[config.mk]
export PLATFORM = sky130hd
export DESIGN_NAME = alsu_core
export DESIGN_NICKNAME = d
export VERILOG_FILES = /design/src/rtl/alsu_pkg.sv /design/src/rtl/alsu_arith.sv /design/src/rtl/alsu_logic.sv /design/src/rtl/alsu_shift.sv /design/src/rtl/alsu_core.sv
export SDC_FILE = /design/constraint.sdc
export NUM_CORES = 1
export LEC_CHECK = 0
export BUFFER_PORTS_ARGS = -buffer_cell sky130_fd_sc_hd__buf_2
export CORE_ASPECT_RATIO = 0.5
export CORE_UTILIZATION = 40
export DETAILED_ROUTE_END_ITERATION = 6
export PLACE_DENSITY = 0.66
export SLEW_MARGIN = 20
export SYNTH_ARGS = -nofsm -noshare
export SYNTH_HDL_FRONTEND = slang
export SYNTH_SLANG_ARGS = --single-unit
[constraint.sdc]
create_clock -name vclk -period 7.88
set_clock_uncertainty 0.1 [all_clocks]
set_input_delay 0.788 -clock vclk [all_inputs]
set_output_delay 0.788 -clock vclk [all_outputs]
set_load 0.03 [all_outputs]
[src/rtl/alsu_pkg.sv]
package alsu_pkg;
   typedef enum logic [1:0] {
      SRC_ARITH = 2'b00,
      SRC_LOGIC = 2'b01,
      SRC_SHR   = 2'b10,
      SRC_SHL   = 2'b11
   } alsu_src_e;

   typedef enum logic [1:0] {
      YSEL_ZERO = 2'b00,
      YSEL_B    = 2'b01,
      YSEL_NOTB = 2'b10,
      YSEL_ONES = 2'b11
   } alsu_ysel_e;

   typedef enum logic [1:0] {
      LOP_AND = 2'b00,
      LOP_OR  = 2'b01,
      LOP_XOR = 2'b10,
      LOP_NOT = 2'b11
   } alsu_lop_e;

   localparam int ADDER_RIPPLE     = 0;
   localparam int ADDER_BEHAVIORAL = 1;
endpackage

[src/rtl/alsu_arith.sv]
module alsu_arith
   import alsu_pkg::*;
#(
   parameter int WIDTH       = 16,
   parameter int ADDER_STYLE = ADDER_RIPPLE
) (
   input  logic [1:0]       ysel,
   input  logic             cin,
   input  logic [WIDTH-1:0] a,
   input  logic [WIDTH-1:0] b,
   output logic [WIDTH-1:0] sum,
   output logic             cout
);
   logic [WIDTH-1:0] y;

   // per-bit operand steering
   for (genvar i = 0; i < WIDTH; i++) begin : g_ymux
      always_comb begin
         unique case (alsu_ysel_e'(ysel))
            YSEL_ZERO: y[i] = 1'b0;
            YSEL_B:    y[i] = b[i];
            YSEL_NOTB: y[i] = ~b[i];
            YSEL_ONES: y[i] = 1'b1;
            default:   y[i] = 1'b0;
         endcase
      end
   end

   if (ADDER_STYLE == ADDER_RIPPLE) begin : g_ripple
      logic [WIDTH:0] c;
      assign c[0] = cin;
      for (genvar i = 0; i < WIDTH; i++) begin : g_fa
         assign sum[i]  = a[i] ^ y[i] ^ c[i];
         assign c[i+1]  = (a[i] & y[i]) | (c[i] & (a[i] ^ y[i]));
      end
      assign cout = c[WIDTH];
   end else if (ADDER_STYLE == ADDER_BEHAVIORAL) begin : g_behav
      logic [WIDTH:0] wide;
      assign wide = {1'b0, a} + {1'b0, y} + {{WIDTH{1'b0}}, cin};
      assign sum  = wide[WIDTH-1:0];
      assign cout = wide[WIDTH];
   end else begin : g_bad_style
      $error("alsu_arith: unknown ADDER_STYLE %0d", ADDER_STYLE);
   end
endmodule

[src/rtl/alsu_logic.sv]
module alsu_logic
   import alsu_pkg::*;
#(
   parameter int WIDTH = 16
) (
   input  logic [1:0]       lop,
   input  logic [WIDTH-1:0] a,
   input  logic [WIDTH-1:0] b,
   output logic [WIDTH-1:0] res
);
   for (genvar i = 0; i < WIDTH; i++) begin : g_bit
      always_comb begin
         unique case (alsu_lop_e'(lop))
            LOP_AND: res[i] = a[i] & b[i];
            LOP_OR:  res[i] = a[i] | b[i];
            LOP_XOR: res[i] = a[i] ^ b[i];
            LOP_NOT: res[i] = ~a[i];
            default: res[i] = 1'b0;
         endcase
      end
   end
endmodule

[src/rtl/alsu_shift.sv]
module alsu_shift #(
   parameter int WIDTH = 16
) (
   input  logic             to_left,
   input  logic [WIDTH-1:0] a,
   input  logic             fill_r,
   input  logic             fill_l,
   output logic [WIDTH-1:0] res
);
   localparam int TOP = WIDTH - 1;

   for (genvar i = 0; i < WIDTH; i++) begin : g_bit
      logic from_up;
      logic from_down;
      if (i == TOP) begin : g_top
         assign from_up = fill_r;
      end else begin : g_mid_up
         assign from_up = a[i+1];
      end
      if (i == 0) begin : g_bot
         assign from_down = fill_l;
      end else begin : g_mid_dn
         assign from_down = a[i-1];
      end
      assign res[i] = to_left ? from_down : from_up;
   end
endmodule

[src/rtl/alsu_core.sv]
module alsu_core
   import alsu_pkg::*;
#(
   parameter int WIDTH       = 16,
   parameter int ADDER_STYLE = ADDER_RIPPLE
) (
   input  logic [3:0]       op_sel,
   input  logic             carry_in,
   input  logic [WIDTH-1:0] a,
   input  logic [WIDTH-1:0] b,
   input  logic             shr_fill,
   input  logic             shl_fill,
   output logic [WIDTH-1:0] f,
   output logic             carry_out
);
   if (WIDTH < 2) begin : g_width_chk
      $error("alsu_core: WIDTH must be at least 2, got %0d", WIDTH);
   end

   logic [WIDTH-1:0] arith_res;
   logic             arith_cout;
   logic [WIDTH-1:0] logic_res;
   logic [WIDTH-1:0] shift_res;
   alsu_src_e        src;

   assign src = alsu_src_e'(op_sel[3:2]);

   alsu_arith #(.WIDTH(WIDTH), .ADDER_STYLE(ADDER_STYLE)) u_arith (
      .ysel (op_sel[1:0]),
      .cin  (carry_in),
      .a    (a),
      .b    (b),
      .sum  (arith_res),
      .cout (arith_cout)
   );

   alsu_logic #(.WIDTH(WIDTH)) u_logic (
      .lop (op_sel[1:0]),
      .a   (a),
      .b   (b),
      .res (logic_res)
   );

   alsu_shift #(.WIDTH(WIDTH)) u_shift (
      .to_left (op_sel[2]),
      .a       (a),
      .fill_r  (shr_fill),
      .fill_l  (shl_fill),
      .res     (shift_res)
   );

   always_comb begin
      unique case (src)
         SRC_ARITH: begin
            f         = arith_res;
            carry_out = arith_cout;
         end
         SRC_LOGIC: begin
            f         = logic_res;
            carry_out = 1'b0;
         end
         SRC_SHR, SRC_SHL: begin
            f         = shift_res;
            carry_out = 1'b0;
         end
         default: begin
            f         = '0;
            carry_out = 1'b0;
         end
      endcase
   end
endmodule

==> results.json, run 1 <==
{
  "stdcell_count": 353,
  "crit_path_start_kind": "input pin",
  "drt_pre_antenna_iters": 4,
  "synth_seq_area_share_pct": 0,
  "die_width_um": 102,
  "fillerInstances": 457,
  "floorplan.io_pins": 56,
  "crit_slowest_cell": "fa_1",
  "fmax_mhz": 127,
  "insertedDiodeCount": 0,
  "route.antenna.remaining_nets": 0,
  "timing.critical_path.required_ns": 6.99,
  "die_height_um": 51.9,
  "max_slew_margin_pct": 52.7,
  "power_density_mw_per_mm2": 69.5,
  "share_of_the_synthesized_area_in_the_top_cell_type_pct": 20.1,
  "fp-row-count": 17,
  "antenna_found_initial": 0,
  "cp_data_arrival_time_ns": 7.01,
  "yosys_warnings": 0,
  "worstMarginPinSlew_ns": 0.709,
  "route.detailed.vias_per_inst": 5.12,
  "crit_path_max_fanout": 2,
  "p_leak_nw": 1.16,
  "setup_tns_after_final_layout_ns": -0.0148,
  "grt_pass1_wl_um": 8150,
  "timing_hold_violations_final": 0,
  "drive_above_1_share_pct": 37.6,
  "via_count_of_the_first_global_routing_pass": 1707,
  "n_sequential_cell": 0,
  "post_cts_buffers": 0,
  "maximum_vdd_ir_drop_mv": 0.0306,
  "violations": "setup timing",
  "setup_slack_ns": -0.0148,
  "gp_congestion": 0.830,
  "postRouteWirelength_um": 4780,
  "via_count": 1807,
  "holdBufCountCts": 0,
  "rsz0062_at_grt": "true",
  "mappedNetlistArea_sq_mm": 0.00199,
  "hold_ws_ns": 1.90,
  "syn-mean-instance-area_sq_um": 8.08,
  "design_power_total_uw": 164,
  "finalSetupViolations": 1,
  "period_minus_slack_ns": 7.89,
  "worst_hold_path_type": "in2out",
  "dp_cells": 353,
  "globalRouteTotalUtil_pct": 19.1,
  "netlist_top_cells_area": "ha_1 (20%), fa_1 (16%), inv_1 (7.9%), mux2i_1 (7.6%), mux2_2 (7.4%)",
  "synth_cell_types": 20,
  "path_class": "in2out",
  "path_common_cell": "fa_2",
  "placement.io_buffers": 56,
  "synth.net_count": 333,
  "floorplan.initialDensity_pct": 43.5,
  "post_synthesis_cell_count": 246,
  "hpwl_um": 3750,
  "grt_overflow_total": 0,
  "detail_route.iter0.violations": 45,
  "critPathMaxStageDelay_ns": 0.45,
  "dieArea_sq_mm": 0.00527,
  "drv_slew": 0,
  "floorplan.core_area_sq_mm": 0.00457,
  "maximum_number_of_pins_on_one_net_before_global_route_repair": 53,
  "end_kind": "output port",
  "seqCellArea_sq_um": 0,
  "final_worst_path_cycle_share_pct": 100,
  "run_status": "finished, violations left",
  "synthToLayoutAreaGrowth_pct": 18.9,
  "clock_buffers": 0,
  "remaining_design_rule_violation_count": 0,
  "layout.nets": 376,
  "cap_violations": 0,
  "post_place_worst_slack_ns": -0.188,
  "wire_per_inst_um": 13.5,
  "yosys_top_cell_by_area": "ha_1"
}
## power breakdown
part           leakage, nW  internal (mW)  switching [mW]
Sequential               0              0               0
Combinational         1.16         0.0689          0.0953
Clock                    0              0               0
## synth_stat cells, drive strengths merged
master  number
a21oi       14
o21ai       14
buf          7
o32ai       14
nand2       16
ha          32
a211oi      14
or2         15
nor3b        1
mux2i       15
mux4         4
clkbuf      12
inv         42
mux2        13
fa          16
nand2b       3
nor2b       14
## cells in the final DEF (no fill, tap or decap), types with 3 or more instances in the layout
cell and instances:
fa_2 12, nand2b_1 3, a211oi_1 14, o21ai_0 14, inv_1 41, nor2b_1 14, buf_2 55, ha_1 32
fa_1 4, or2_2 15, mux2_2 12, o32ai_1 12, mux4_2 4, mux2i_1 14, buf_4 4, a21oi_1 14
nand2_1 16
## per-layer routing
metal	GRT usage, %	vias up	part of all wire, %
li1	-	921	-
met1	28.4	866	52
met2	32.8	20	46
met3	0.403	0	2.1
met4	0	0	0
met5	0	-	0
## what timing repair did
action,in CTS,in global routing
endpoints found under the setup margin,1,1
cloned,0,0
gates resized for setup,9,0
## path summary, 6_finish.rpt
| check | start | end | slack [ns] | depth (start not counted) |
|---|---|---|---|---|
| min | shr_fill | f[15] | 1.90 | 4 |
| max | b[0] | f[15] | -0.01 | 25 |
## stage by stage
step	cell area [sq um]	util, %
final	2360	51.7
after global routing	2360	51.7
after CTS	2360	51.7
after detailed placement	2340	51.2
after global placement	2340	51.2
after floorplan	2050	-
## layout make-up
type	count	area, sq um	share of cell area, %
inverters	42	158	6.67
repair buffers	60	317	13.4
multi-input cells	185	1810	76.4
well taps	66	82.6	3.49
## critical path: cells and delay by family
family	cells	cell delay (ns)
buf+inv	6	0.51
fa+ha+maj	16	5.05
mux	2	0.53
compound gates	1	0.12
## cell families (layout without fill, tap and decap cells)
| kind of cell | count (synthesis) | count (layout) | synth area share (%) |
|---|---|---|---|
| AND/OR/NAND/NOR | 49 | 49 | 13.5 |
| adder cells (fa/ha/maj) | 48 | 48 | 36.2 |
| multiplexers | 32 | 32 | 19.4 |
| buffers and inverters | 61 | 102 | 12.3 |
| AO/OA/AOI/OAI | 56 | 56 | 18.5 |
Power figures use the tool's default switching activity.
==> inputs of run 2 (changes only) <==
ABC_AREA = 1   (was default)
==> results.json, run 2 <==
{
  "antenna_found_initial": 0,
  "finalSetupViolations": 0,
  "setup_slack_ns": 0.0840,
  "via_count_of_the_first_global_routing_pass": 2317,
  "layout.cells.most_common": "nand2_1",
  "gp_congestion": 0.869,
  "design_power_total_uw": 168,
  "drv_slew": 0,
  "path_class": "in2out",
  "synth_seq_area_share_pct": 0,
  "timing_hold_violations_final": 0,
  "fillerInstances": 519,
  "final_cell_mix": "nand2_1 (125), inv_1 (67), buf_2 (55)",
  "dieArea_sq_mm": 0.00565,
  "detail_route.iter0.violations": 81,
  "route.detailed.vias_per_inst": 4.95,
  "period_minus_slack_ns": 7.80,
  "clock_buffers": 0,
  "synth.cells.most_frequent": "nand2_1 (126), inv_1 (70), nand3_1 (46)",
  "floorplan.initialDensity_pct": 42.5,
  "remaining_design_rule_violation_count": 0,
  "layout.nets": 501,
  "detailed_place.area_sq_mm": 0.00247,
  "dp_cells": 482,
  "stdcell_count": 482,
  "power_density_mw_per_mm2": 67.3,
  "maximum_number_of_pins_on_one_net_before_global_route_repair": 31,
  "cap_violations": 0,
  "syn-mean-instance-area_sq_um": 5.81,
  "via_count": 2386,
  "multi_input_area_sq_mm": 0.00180,
  "die_height_um": 53.6,
  "seqCellArea_sq_um": 0,
  "drive_above_1_share_pct": 21.4,
  "end_kind": "output port",
  "maximum_vdd_ir_drop_mv": 0.0310,
  "crit_path_start_kind": "input pin",
  "n_sequential_cell": 0,
  "fin_area_sq_mm": 0.00250,
  "drt_pre_antenna_iters": 4,
  "p_leak_nw": 1.51,
  "worstMarginPinSlew_ns": 0.529,
  "placement.io_buffers": 56,
  "fp-row-count": 18,
  "post_synthesis_cell_count": 367,
  "final_worst_path_cycle_share_pct": 98.9,
  "insertedDiodeCount": 0,
  "grt_pass1_wl_um": 10200,
  "hpwl_um": 4480,
  "postRouteWirelength_um": 6080,
  "mappedNetlistArea_sq_mm": 0.00213,
  "synth.net_count": 454,
  "grt.met2_usage_pct": 44.0,
  "share_of_the_synthesized_area_in_the_top_cell_type_pct": 22.2,
  "synthToLayoutAreaGrowth_pct": 17.1,
  "die_width_um": 105,
  "grt_overflow_total": 0,
  "post_cts_buffers": 0,
  "grt_util_met1_pct": 28.5,
  "max_slew_margin_pct": 64.7,
  "global_routing_s_busiest_layer": "met2",
  "yosys_top_cell_by_area": "nand2_1",
  "globalRouteTotalUtil_pct": 22.1,
  "fmax_mhz": 128,
  "yosys_warnings": 0,
  "worst_hold_path_type": "in2out",
  "use_met3_pct": 0.605,
  "timing.critical_path.required_ns": 6.99,
  "holdBufCountCts": 0,
  "cp_data_arrival_time_ns": 6.91,
  "route.antenna.remaining_nets": 0,
  "crit_path_max_fanout": 4,
  "netlist_top_cells_area": "nand2_1 (22%), ha_1 (19%), fa_1 (15%), inv_1 (12%), nand3_1 (11%)",
  "hold_ws_ns": 1.93,
  "synth_cell_types": 20,
  "post_place_worst_slack_ns": -0.208,
  "floorplan.io_pins": 56,
  "synth.most_common_cell": "nand2_1",
  "wire_per_inst_um": 12.6,
  "floorplan.core_area_sq_mm": 0.00502,
  "rsz0062_at_grt": "true",
  "run_status": "finished clean"
}
[run 2: cell types whose count changed after synthesis, sizes merged, moves of 15 or more]
cell and change:
nand2 +111, nand3 +46, inv +30, a21o +15
mux2i -15
[run 2: stage by stage]
| stage | utilization [%] | TNS [ns] |
|---|---|---|
| 6_report | 49.7 | 0 |
| 5_1_grt | 49.7 | -0.0858 |
| 4_1_cts | 49.7 | 0 |
| 3_5_place_dp | 49.2 | -0.208 |
| 3_3_place_gp | 49.2 | -0.0828 |
| 2_1_floorplan | - | 0 |
[run 2: what timing repair did]
item	CTS	global route
endpoints found under the setup margin	1	1
pin swaps	0	1
cloned	0	0
gates resized for setup	9	3
[run 2: cell families (layout without fill, tap and decap cells)]
group,Yosys count,in the layout,share of synthesized area [%]
AO/OA/AOI/OAI,51,51,14.0
buffers and inverters,90,135,17.4
adder cells (fa/ha/maj),48,48,33.8
AND/OR/NAND/NOR,178,178,34.8
[run 2: worst paths after layout]
kind / from / to / cells past startpoint
min: shr_fill / f[15] / 6
max: b[0] / f[15] / 27
[run 2: cell type report]
cell class,count,area share (%)
Tap cell,70,3.51
Timing Repair Buffer,63,13.6
Multi-Input combinational cell,277,72.1
Inverter,72,10.8
[run 2: worst max-delay path, cell delays in order]
cell and delay (ns):
buf_2 0.12, nand2_1 0.06, o21ai_0 0.10, fa_2 0.35, inv_2 0.07, fa_2 0.21, fa_1 0.17, inv_1 0.05
fa_2 0.34, fa_2 0.35, fa_2 0.35, fa_2 0.34, fa_2 0.34, fa_2 0.34, fa_2 0.35, fa_2 0.35
fa_2 0.34, fa_2 0.34, inv_2 0.06, fa_1 0.15, inv_1 0.05, fa_2 0.34, fa_1 0.49, nand2_1 0.05
a21boi_2 0.18, nand2_2 0.08, buf_6 0.12
[run 2: layer usage]
metal	vias to the layer above	routed length, um
met3	0	382
met5	-	0
li1	1218	-
met1	1099	2790
met4	0	0
met2	69	2900
[run 2: report_power, final]
group	leakage [nW]	internal, mW	total [mW]	switching, mW
clock network	0	0	0	0
registers	0	0	0	0
logic	1.51	0.0603	0.168	0.108
total	1.51	0.0603	0.168	0.108
==> inputs of run 3 (changes only) <==
==> constraint.sdc (replaced) <==
create_clock -name vclk -period 7.88
set_clock_uncertainty 0.1 [all_clocks]
set_input_delay 0.788 -clock vclk [all_inputs]
set_output_delay 0.788 -clock vclk [all_outputs]
set_load 0.005 [all_outputs]
==> results.json, run 3 (synthesized netlist as in run 2, its figures left out) <==
{
  "timing_hold_violations_final": 0,
  "postRouteWirelength_um": 5730,
  "floorplan.initialDensity_pct": 42.5,
  "switching_share_pct": 58.6,
  "seqCellArea_sq_um": 0,
  "drive_above_1_share_pct": 20.3,
  "hpwl_um": 4370,
  "die_width_um": 105,
  "worst_hold_path_type": "in2out",
  "end_kind": "output port",
  "switchingPower_uw": 82.3,
  "finalSetupViolations": 0,
  "floorplan.io_pins": 56,
  "postCtsResizedCells": 8,
  "worstMarginPinSlew_ns": 0.535,
  "wire_per_inst_um": 11.9,
  "via_count_of_the_first_global_routing_pass": 2120,
  "crit_path_start_kind": "input pin",
  "path_common_cell": "fa_2",
  "gp_congestion": 0.877,
  "insertedDiodeCount": 0,
  "grt_pass1_wl_um": 9710,
  "max_slew_margin_pct": 64.3,
  "floorplan.core_area_sq_mm": 0.00502,
  "path_class": "in2out",
  "design_power_total_uw": 140,
  "cap_violations": 0,
  "crit_slowest_cell": "fa_1",
  "power_frac_clock_pct": 0,
  "clock_buffers": 0,
  "layout.cells.most_common": "nand2_1",
  "remaining_design_rule_violation_count": 0,
  "p_seq_share_pct": 0,
  "p_leak_nw": 1.52,
  "period_minus_slack_ns": 7.80,
  "fillerInstances": 533,
  "fp-row-count": 18,
  "globalRouteTotalUtil_pct": 21.1,
  "dieArea_sq_mm": 0.00565,
  "power.share.combinational_pct": 100.0,
  "via_count": 2375,
  "maximum_number_of_pins_on_one_net_before_global_route_repair": 31,
  "route.antenna.remaining_nets": 0,
  "layout.nets": 502,
  "critPathMaxStageDelay_ns": 0.44,
  "multi_input_area_sq_mm": 0.00179,
  "maximum_vdd_ir_drop_mv": 0.0211,
  "final_cell_mix": "nand2_1 (126), inv_1 (69), buf_2 (56)",
  "crit_path_max_fanout": 4,
  "die_height_um": 53.6,
  "final_worst_path_cycle_share_pct": 98.9,
  "placement.io_buffers": 56,
  "rsz0062_at_grt": "true",
  "n_sequential_cell": 0,
  "power_density_mw_per_mm2": 56.4,
  "antenna_found_initial": 0,
  "drt_pre_antenna_iters": 5,
  "stdcell_count": 483,
  "holdBufCountCts": 0,
  "route.detailed.vias_per_inst": 4.92,
  "dp_cells": 483,
  "run_status": "finished clean",
  "post_cts_buffers": 0,
  "detail_route.iter0.violations": 138,
  "drv_slew": 0,
  "synthToLayoutAreaGrowth_pct": 16.7,
  "fmax_mhz": 128,
  "cp_data_arrival_time_ns": 6.91,
  "grt_overflow_total": 0,
  "p_int_uw": 58.1,
  "timing.critical_path.required_ns": 6.99,
  "post-route-util_pct": 49.6,
  "hold_ws_ns": 1.89
}
## run 3: cell count changes in the layout (fill, tap and decap cells not counted), sizes merged
| cell | change |
|---|---|
| buf | +1 |
## run 3: worst max-delay path: cells and delay by family
family / cells / cell delay, ns
AND/OR/NAND/NOR: 3 / 0.20
buffers and inverters: 6 / 0.50
AO/OA/AOI/OAI: 2 / 0.29
adder cells (fa/ha/maj): 16 / 5.10
## run 3: per-layer routing
layer / track usage [%] / part of all wire, %
met5: 0 / 0
met2: 39.7 / 46
met4: 1.64 / 0
met1: 28.8 / 48
met3: 0.363 / 5.3
## run 3: final timing paths
kind / slack (ns) / start / cells after the start / to
worst max-delay path: 0.08 / b[0] / 27 / f[15]
worst min-delay path: 1.89 / shr_fill / 6 / f[15]
## run 3: metrics by stage
stage,worst slack (ns),instance area [sq um],setup TNS (ns)
floorplan,0.00398,2150,0
global placement,-0.0868,2470,-0.0868
detailed placement,-0.210,2470,-0.210
CTS,0.0464,2490,0
global route,-0.184,2490,-0.184
finish,0.0832,2490,0
## run 3: power groups by stage
stage               registers [mW]  logic [mW]  clock network [mW]
finish                           0       0.140                   0
global route                     0       0.163                   0
CTS                              0       0.141                   0
detailed placement               0       0.139                   0
global placement                 0       0.134                   0
floorplan                        0      0.0911                   0
## run 3: cell type report
class	count	share of cell area, %
inverters	72	10.9
repair buffers	64	13.7
well taps	70	3.52
multi-input cells	277	72.0
